$ cat config.mk
export PLATFORM = sky130hd
export DESIGN_NAME = bidir_port_ctrl
export DESIGN_NICKNAME = d
export VERILOG_FILES = /design/src/rtl/bidir_port_pkg.sv /design/src/rtl/bidir_port_regs.sv /design/src/rtl/bidir_port_sync.sv /design/src/rtl/bidir_port_pad.sv /design/src/rtl/bidir_port_ctrl.sv
export SDC_FILE = /design/constraint.sdc
export NUM_CORES = 1
export LEC_CHECK = 0
export ABC_AREA = 1
export CAP_MARGIN = 20
export CORE_MARGIN = 10
export CORE_UTILIZATION = 40
export DETAILED_ROUTE_END_ITERATION = 7
export PLACE_DENSITY = 0.76
export SYNTH_ARGS = -nofsm -noshare
export SYNTH_HDL_FRONTEND = slang
export SYNTH_HIERARCHICAL = 1
export SYNTH_SLANG_ARGS = --single-unit
$ cat constraint.sdc
create_clock -name clk -period 1 [get_ports clk]
set_input_delay 0.2 -clock clk [delete_from_list [all_inputs] [get_ports clk]]
set_output_delay 0.2 -clock clk [all_outputs]
set_load 0.01 [all_outputs]
$ cat src/rtl/bidir_port_pkg.sv
package bidir_port_pkg;

  // Pad mode, encoded as {direction, pull-up}
  typedef enum logic [1:0] {
    PM_IN        = 2'b00,
    PM_IN_PULL   = 2'b01,
    PM_PUSHPULL  = 2'b10,
    PM_OPENDRAIN = 2'b11
  } pad_mode_e;

  typedef struct packed {
    logic oe;
    logic dout;
    logic pull;
  } pad_ctl_t;

  function automatic pad_mode_e mode_of(input logic dir_bit, input logic pull_bit);
    return pad_mode_e'({dir_bit, pull_bit});
  endfunction

  function automatic pad_ctl_t ctl_of(input pad_mode_e mode, input logic data_bit);
    pad_ctl_t c;
    case (mode)
      PM_IN:        c = '{oe: 1'b0,      dout: data_bit, pull: 1'b0};
      PM_IN_PULL:   c = '{oe: 1'b0,      dout: data_bit, pull: 1'b1};
      PM_PUSHPULL:  c = '{oe: 1'b1,      dout: data_bit, pull: 1'b0};
      default:      c = '{oe: ~data_bit, dout: 1'b0,     pull: 1'b1};
    endcase
    return c;
  endfunction

  // Read merge: output pins show the latch, input pins show the synced level
  function automatic logic pin_read(input logic eff_dir, input logic latch_bit,
                                    input logic sync_bit);
    return eff_dir ? latch_bit : sync_bit;
  endfunction

endpackage

$ cat src/rtl/bidir_port_regs.sv
module bidir_port_regs #(
  parameter int NPINS     = 5,
  parameter int AW        = 8,
  parameter int DW        = 8,
  parameter logic [AW-1:0] ADDR_DATA = 8'h01,
  parameter logic [AW-1:0] ADDR_DIR  = 8'h05,
  parameter logic [AW-1:0] ADDR_PULL = 8'h11,
  parameter int SLEW_BIT  = 6
) (
  input  logic             clk,
  input  logic             rst_n,
  input  logic             wr_en,
  input  logic [AW-1:0]    addr,
  input  logic [DW-1:0]    wdata,
  output logic [NPINS-1:0] data_q,
  output logic [NPINS-1:0] dir_q,
  output logic [NPINS-1:0] pu_q,
  output logic             slow_q
);

  logic wr_data, wr_dir, wr_pull;
  logic wdata_unused;

  assign wr_data = wr_en && (addr == ADDR_DATA);
  assign wr_dir  = wr_en && (addr == ADDR_DIR);
  assign wr_pull = wr_en && (addr == ADDR_PULL);
  assign wdata_unused = ^wdata;

  // Output latch is deliberately left out of reset
  always_ff @(posedge clk) begin
    if (wr_data) data_q <= wdata[NPINS-1:0];
  end

  always_ff @(posedge clk or negedge rst_n) begin
    if (!rst_n) begin
      dir_q  <= '0;
      pu_q   <= '0;
      slow_q <= 1'b0;
    end else begin
      if (wr_dir) begin
        dir_q  <= wdata[NPINS-1:0];
        slow_q <= wdata[SLEW_BIT];
      end
      if (wr_pull) pu_q <= wdata[NPINS-1:0];
    end
  end

endmodule

$ cat src/rtl/bidir_port_sync.sv
module bidir_port_sync #(
  parameter int W      = 5,
  parameter int STAGES = 2
) (
  input  logic         clk,
  input  logic         rst_n,
  input  logic [W-1:0] d,
  output logic [W-1:0] q
);

  logic [STAGES-1:0][W-1:0] chain;

  always_ff @(posedge clk or negedge rst_n) begin
    if (!rst_n) begin
      chain <= '0;
    end else begin
      chain[0] <= d;
      for (int s = 1; s < STAGES; s++) chain[s] <= chain[s-1];
    end
  end

  assign q = chain[STAGES-1];

endmodule

$ cat src/rtl/bidir_port_pad.sv
module bidir_port_pad
  import bidir_port_pkg::*;
(
  input  logic dir_bit,
  input  logic pull_bit,
  input  logic data_bit,
  input  logic ovr,
  output logic eff_dir,
  output logic oe,
  output logic dout,
  output logic pull
);

  logic      eff_pull;
  pad_mode_e mode;
  pad_ctl_t  ctl;

  // Override forces input without pull-up; stored bits are untouched
  assign eff_dir  = dir_bit  & ~ovr;
  assign eff_pull = pull_bit & ~ovr;
  assign mode     = mode_of(eff_dir, eff_pull);
  assign ctl      = ctl_of(mode, data_bit);

  assign oe   = ctl.oe;
  assign dout = ctl.dout;
  assign pull = ctl.pull;

endmodule

$ cat src/rtl/bidir_port_ctrl.sv
module bidir_port_ctrl
  import bidir_port_pkg::*;
#(
  parameter int NPINS     = 5,
  parameter int AW        = 8,
  parameter int DW        = 8,
  parameter logic [AW-1:0] ADDR_DATA = 8'h01,
  parameter logic [AW-1:0] ADDR_DIR  = 8'h05,
  parameter logic [AW-1:0] ADDR_PULL = 8'h11,
  parameter int SLEW_BIT  = 6,
  parameter int ANA_BASE  = 3,
  parameter int ANA_CNT   = 2,
  parameter int CAP_PIN   = 0,
  parameter int SYNC_STG  = 2
) (
  input  logic             clk,
  input  logic             rst_n,
  input  logic             wr_en,
  input  logic [AW-1:0]    addr,
  input  logic [DW-1:0]    wdata,
  output logic [DW-1:0]    rdata,
  input  logic [NPINS-1:0] pin_in,
  input  logic [ANA_CNT-1:0] ana_sel,
  input  logic             conv_en,
  output logic [NPINS-1:0] pad_oe,
  output logic [NPINS-1:0] pad_do,
  output logic [NPINS-1:0] pad_pu,
  output logic [NPINS-1:0] pad_slow,
  output logic             cap_out
);

  localparam int ANA_TOP = ANA_BASE + ANA_CNT;

  logic [NPINS-1:0] data_q, dir_q, pu_q;
  logic             slow_q;
  logic [NPINS-1:0] pin_sync;
  logic [NPINS-1:0] ovr;
  logic [NPINS-1:0] eff_dir;

  bidir_port_regs #(
    .NPINS(NPINS), .AW(AW), .DW(DW),
    .ADDR_DATA(ADDR_DATA), .ADDR_DIR(ADDR_DIR), .ADDR_PULL(ADDR_PULL),
    .SLEW_BIT(SLEW_BIT)
  ) regs_i (
    .clk(clk), .rst_n(rst_n), .wr_en(wr_en), .addr(addr), .wdata(wdata),
    .data_q(data_q), .dir_q(dir_q), .pu_q(pu_q), .slow_q(slow_q)
  );

  bidir_port_sync #(.W(NPINS), .STAGES(SYNC_STG)) sync_i (
    .clk(clk), .rst_n(rst_n), .d(pin_in), .q(pin_sync)
  );

  for (genvar i = 0; i < NPINS; i++) begin : g_pin
    if (i >= ANA_BASE && i < ANA_TOP) begin : g_ana
      assign ovr[i] = conv_en & ana_sel[i-ANA_BASE];
    end else begin : g_dig
      assign ovr[i] = 1'b0;
    end

    bidir_port_pad pad_i (
      .dir_bit(dir_q[i]), .pull_bit(pu_q[i]), .data_bit(data_q[i]), .ovr(ovr[i]),
      .eff_dir(eff_dir[i]), .oe(pad_oe[i]), .dout(pad_do[i]), .pull(pad_pu[i])
    );

    assign pad_slow[i] = slow_q;
  end

  assign cap_out = ~eff_dir[CAP_PIN] & pin_sync[CAP_PIN];

  always_comb begin
    rdata = '0;
    if (addr == ADDR_DATA) begin
      for (int i = 0; i < NPINS; i++)
        rdata[i] = pin_read(eff_dir[i], data_q[i], pin_sync[i]);
    end else if (addr == ADDR_DIR) begin
      rdata[NPINS-1:0] = dir_q;
      rdata[SLEW_BIT]  = slow_q;
    end else if (addr == ADDR_PULL) begin
      rdata[NPINS-1:0] = pu_q;
    end
  end

endmodule

==> results of run 1 <==
## cell usage in the layout (no fill, tap or decap), types with 4 or more instances in the layout
| master | netlist | final |
|---|---|---|
| nor2_1 | 10 | 5 |
| a21oi_2 | 5 | 5 |
| nand2_1 | 46 | 29 |
| nor2_2 | 3 | 4 |
| nand2_4 | 1 | 4 |
| edfxtp_1 | 5 | 5 |
| nand2_2 | 4 | 17 |
| buf_2 | 0 | 17 |
| nand4_1 | 5 | 5 |
| nand3_1 | 31 | 18 |
| inv_1 | 36 | 17 |
| buf_4 | 13 | 28 |
| clkdlybuf4s50_1 | 0 | 12 |
| dfrtp_1 | 21 | 19 |
| nor2_4 | 2 | 6 |
| buf_6 | 1 | 50 |
| conb_1 | 1 | 8 |
| inv_2 | 3 | 19 |
| nand3_2 | 1 | 13 |
| o21ai_2 | 0 | 4 |
## worst max-delay path, cell delays in order, from the launching register on
cell and delay, ns:
dfrtp_1 0.42, nand2_2 0.11, inv_4 0.05, o21ai_2 0.13, nand3_2 0.10, nand3_2 0.07, buf_6 0.10
## worst max-delay path by stage
| stage | to | slack [ns] | cells past startpoint |
|---|---|---|---|
| floorplan | rdata[3] | 0.004 | 5 |
| detailed placement | rdata[3] | -1.04 | 10 |
| CTS | rdata[3] | -0.43 | 7 |
| global route | rdata[0] | -0.54 | 7 |
| global placement | rdata[3] | -1.02 | 10 |
| finish | rdata[0] | -0.46 | 6 |
## flip-flops by register name, summed over array words and instances, names as in the netlist
signal         cells
sync_i/chain       5
regs_i/data_q      5
regs_i/dir_q       5
regs_i/slow_q      1
regs_i/pu_q        5
sync_i/q           5
## logic make-up after synthesis
family | after synthesis | share of synthesized area
AOI/OAI and AO/OA | 11 | 0.04856
buffers and inverters | 53 | 0.1679
DFF | 26 | 0.4444
other | 1 | 0.002467
and+or+nand+nor | 105 | 0.3366
## per-stage QoR
step | hold slack, ns | TNS (ns) | cells | util
after floorplan | -0.09559 | 0 | 203 | -
after global placement | 0.3321 | -23.01 | 321 | 0.6343
after detailed placement | 0.3347 | -23.32 | 321 | 0.6343
after CTS | 0.2744 | -7.387 | 351 | 0.7409
after global routing | 0.2618 | -9.446 | 355 | 0.7792
final | 0.2683 | -7.903 | 355 | 0.7792
## per-layer routing
layer | track usage | vias to the layer above | share of wire
li1 | - | 817 | -
met1 | 0.1727 | 829 | 0.39
met2 | 0.2844 | 68 | 0.54
met3 | 0.02948 | 9 | 0.062
met4 | 0.04422 | 0 | 0.016
met5 | 0 | - | 0
## power groups by stage
stage	Clock [mW]	Sequential, mW	Combinational (mW)
global placement	0	1.17	0.429
global route	0.946	1.15	0.675
detailed placement	0	1.17	0.435
CTS	0.882	1.14	0.566
floorplan	0	1.17	0.175
finish	0.877	1.15	0.628
## what timing repair did
action,CTS,global route
setup endpoints to repair,43,30
pin swaps,28,16
hold endpoints to repair,0,0
setup buffers,28,7
gates resized for setup,229,34
gates cloned,0,0
## area by class of cell
type,instances,share of cell area
well taps,48,0.02105
flip-flops and latches,26,0.2377
clock buffers,3,0.01447
multi-input cells,124,0.2882
repair buffers,114,0.3741
clock inverters,1,0.01053
inverters,39,0.05395
==> run metrics, run 1 <==
run status finished with violations; failing checks negative setup slack; GRT Overall Usage 0.1530; largest area contributor in the netlist dfrtp_1; Placeable Area 3661 um^2; routed vias/inst 4.854; Starting Density 0.4152; post-synthesis sequential area ratio 0.4444; Row Count 22; Synth Register Bits 26; critical path endpoint category output port; CP startpoint regs_i/dir_q[0]; Yosys top cell area share 0.3457; MaxCap Viol Count 0; total power 2.651 mW; Multi-input gate area 822.0 um^2; sw frac 0.2487; RSZ-0062 raised after global routing true; DRT Pass-1 Iters 4; Synth Instances 196; FF+latch area 678.2 um^2; GPL Wtd Cong 0.8083; Highest Clock Rate 685.2 MHz; Min-Delay Path Class input pin to async pin; Layout area overhead 87.65%; Crit Path Max Fanout 3; worst slack, placed -1.036 ns; fin worst setup slack -0.4595 ns; Num CTS Buffers 3; Final Cycle Share 1.459; design area 2853 um^2; Die Ht 81.65 um; Worst Path Required 0.80 ns; vias in the first global route 1737; first-pass GRT wire length 8.162 mm; via count 1723; largest net degree at the start of global routing 22; Final Slew Violations 0; Fillers 240; Skew-Pair Late Insertion Delay 0.27 ns; internal power 1.992 mW; crit path kind register to output port; power per cell area 929.3 nW/um^2; Clock transition at path regs 0.09 ns; share of cells above drive strength 1 0.5993; mean area per synthesized cell 7.756 um^2; CTS tree yes; ys flop type dfrtp_1; Psw 659.4 uW; top post-synthesis cells by area dfrtp_1 35%, nand2_1 11%, nand3_1 10%; Antenna Violating Nets Remaining 0; minimum clock period 1.459 ns; grt ovf 0; list of most frequent post-synthesis cells 46 x nand2_1, 36 x inv_1, 31 x nand3_1, 21 x dfrtp_1, 13 x buf_4; CTS H-tree depth 1; number of synthesized flops with an enable pin 5; Comb pwr share 0.237; clock skew 0.0005662 ns; synth warn 6; part of the power in registers 0.432; IO Count 56; # diodes 0; Area after DPL 2322 um^2; crit path DAT 1.26 ns; Unique masters post-synth 20; reg-to-reg slack, setup -0.01 ns; # hold bufs at CTS 0; drt total wl 5.409 mm; Critical R2R Capture regs_i/dir_q[2]; setup violators final 28; initial DRC count 146; crit start category register; final hold violations 0; worst r2r path cells 5; DRC 0; worst vdd ir 592.5 uV; initial antenna violation count 0; Clock Path Buffers 2; Wirelength per Cell 15.24 um; Root Driver clkbuf_8; Buffers on Ports 51; fraction of registers with async set/reset 0.8077; r2r startpoint regs_i/dir_q[2]; Post-DP HPWL 3.034 mm; cell area after synthesis 1520 um^2; part of the power in the clock network 0.331; Die X 81.65 um; Final nets 335; leakage power total 1.481 nW; die area 6667 um^2; most common cell in the synthesized netlist nand2_1; clk sinks 26
No activity file was read; power rests on OpenSTA's default activity.
==> inputs of run 2 (changes only) <==
CELL_PAD_IN_SITES_DETAIL_PLACEMENT = 1   (was unset)
CELL_PAD_IN_SITES_GLOBAL_PLACEMENT = 1   (was unset)
CORE_UTILIZATION = 28   (was 40)
PLACE_DENSITY = unset   (was 0.76)
PLACE_DENSITY_LB_ADDON = 0.1   (was unset)
==> run metrics, run 2 (synthesized netlist as in run 1, its figures left out) <==
run status finished with violations (unchanged); failing checks negative setup slack (unchanged); total power 2.628 mW (was 2.651 mW); # diodes 0 (unchanged); crit start category register (unchanged); GPL Wtd Cong 0.7248 (was 0.8083); crit path DAT 1.26 ns (about the same); Highest Clock Rate 686.9 MHz (was 685.2 MHz); Layout area overhead 88.23% (was 87.65%); largest net degree at the start of global routing 22 (unchanged); routed vias/inst 4.382 (was 4.854); vias in the first global route 1843 (was 1737); Buffers on Ports 51 (unchanged); Final nets 332 (was 335); Die X 93.69 um (was 81.65 um); top sig layer met4 (unchanged); Clock transition at path regs 0.10 ns (was 0.09 ns); Crit Path Max Fanout 2 (was 3); share of cells above drive strength 1 0.6250 (was 0.5993); most frequent cells in the layout 44 x buf_6, 30 x nand2_1, 28 x buf_4 (was 50 x buf_6, 29 x nand2_1, 28 x buf_4); power per cell area 918.3 nW/um^2 (was 929.3 nW/um^2); critical path endpoint category output port (unchanged); Root Driver clkbuf_8 (unchanged); Placeable Area 5172 um^2 (was 3661 um^2); CTS tree yes (unchanged); via count 1639 (was 1723); worst vdd ir 636.2 uV (was 592.5 uV); first-pass GRT wire length 8.997 mm (was 8.162 mm); Wirelength per Cell 14.91 um (was 15.24 um); IO Count 56 (unchanged); setup violators final 27 (was 28); met1 WL 2.206 mm (was 2.091 mm); MaxCap Viol Count 0 (unchanged); clock skew 0.0001796 ns (was 0.0005662 ns); fin worst setup slack -0.4559 ns (was -0.4595 ns); initial DRC count 32 (was 146); RSZ-0062 raised after global routing true (unchanged); grt ovf 0 (unchanged); Antenna Violating Nets Remaining 0 (unchanged); Final Slew Violations 0 (unchanged); Final Cycle Share 1.456 (was 1.459); Fillers 602 (was 240); Min-Delay Path Class input pin to async pin (unchanged); commonest non-fill, non-tap cell in the layout buf_6 (unchanged); CTS H-tree depth 1 (unchanged); DRT Pass-1 Iters 4 (unchanged); initial antenna violation count 0 (unchanged); GRT Overall Usage 0.1289 (was 0.1530); leakage power total 1.482 nW (was 1.481 nW); Clock Path Buffers 2 (unchanged); DRC 0 (unchanged); Post-DP HPWL 3.628 mm (was 3.034 mm); Num CTS Buffers 3 (unchanged); setup_tns -7.751 ns (was -7.903 ns); Skew-Pair Late Insertion Delay 0.28 ns (was 0.27 ns); minimum clock period 1.456 ns (was 1.459 ns); crit path kind register to output port (unchanged); clk sinks 26 (unchanged); Worst Path Required 0.80 ns (about the same); Met3 Wirelength 291 um (was 337 um); Row Count 26 (was 22); final hold violations 0 (unchanged); reg-to-reg slack, setup 0.04 ns (was -0.01 ns); die area 8777 um^2 (was 6667 um^2); drt total wl 5.578 mm (was 5.409 mm); DR WL met2 2.989 mm (was 2.896 mm); Starting Density 0.2939 (was 0.4152); Die Ht 93.69 um (was 81.65 um)
==> run 2: cell count changes in the layout (fill, tap and decap cells not counted), moves of 2 or more <==
cell	previous run	this run
buf_6	50	44
clkbuf_2	0	4
clkdlybuf4s15_1	2	0
inv_2	19	21
nand3_1	18	13
nand3_2	13	17
nor2_1	5	2
nor2_2	4	7
==> run 2: worst max-delay path: stages, from the launching register on <==
cell,delay (ns)
dfrtp_1,0.41
nand2_2,0.10
inv_2,0.06
nand2_2,0.08
o21ai_2,0.06
nand3_1,0.08
nand3_2,0.08
buf_6,0.12
==> run 2: final cells by class <==
cell class / count / area, um^2 / share of cell area
Clock buffer: 3 / 41.29 / 0.01443
Clock inverter: 1 / 30.03 / 0.01049
Inverter: 39 / 151.4 / 0.05291
Multi-Input combinational cell: 124 / 838.3 / 0.2930
Sequential cell: 26 / 676.9 / 0.2366
Tap cell: 70 / 87.58 / 0.03061
Timing Repair Buffer: 111 / 1036 / 0.3620
==> run 2: worst paths after layout <==
kind,depth (start not counted),from,endpoint
min reg2reg,0,sync_i/chain[0],sync_i/q[0]
max in group asynchronous,2,rst_n,regs_i/pu_q[0]
max,7,regs_i/dir_q[3],rdata[3]
max reg2reg,5,regs_i/pu_q[4],regs_i/pu_q[4]
min in group clk,1,pin_in[3],sync_i/chain[3]
min,2,rst_n,regs_i/dir_q[0]
==> run 2: routing by layer <==
metal  up-vias  track usage
li1        811            -
met1       784       0.1379
met2        37       0.2391
met3         7      0.03517
met4         0      0.03797
met5         -            0
==> run 2: repair_timing <==
| item | CTS | global route |
|---|---|---|
| hold buffers | 0 | 0 |
| setup buffers | 22 | 11 |
| cloned | 1 | 0 |
| pin swaps | 26 | 29 |
| setup endpoints to repair | 43 | 30 |
| resized for setup | 201 | 64 |
==> run 2: through the flow <==
step	utilization	cells	hold WS (ns)	area, um^2	setup slack (ns)
final	0.5532	374	0.2493	2861	-0.4559
after floorplan	-	203	-0.09559	1588	0.003647
after CTS	0.5290	371	0.2567	2736	-0.4254
after global routing	0.5532	374	0.2557	2861	-0.5223
after detailed placement	0.4611	346	0.3364	2385	-1.062
after global placement	0.4611	346	0.3320	2385	-1.022
==> run 2: power breakdown <==
group	switching [mW]	leakage (nW)	total (mW)	internal [mW]
clock network	0.356	0.0357	0.893	0.537
registers	0.0230	0.312	1.14	1.12
logic	0.282	1.13	0.591	0.309
total	0.661	1.48	2.63	1.97
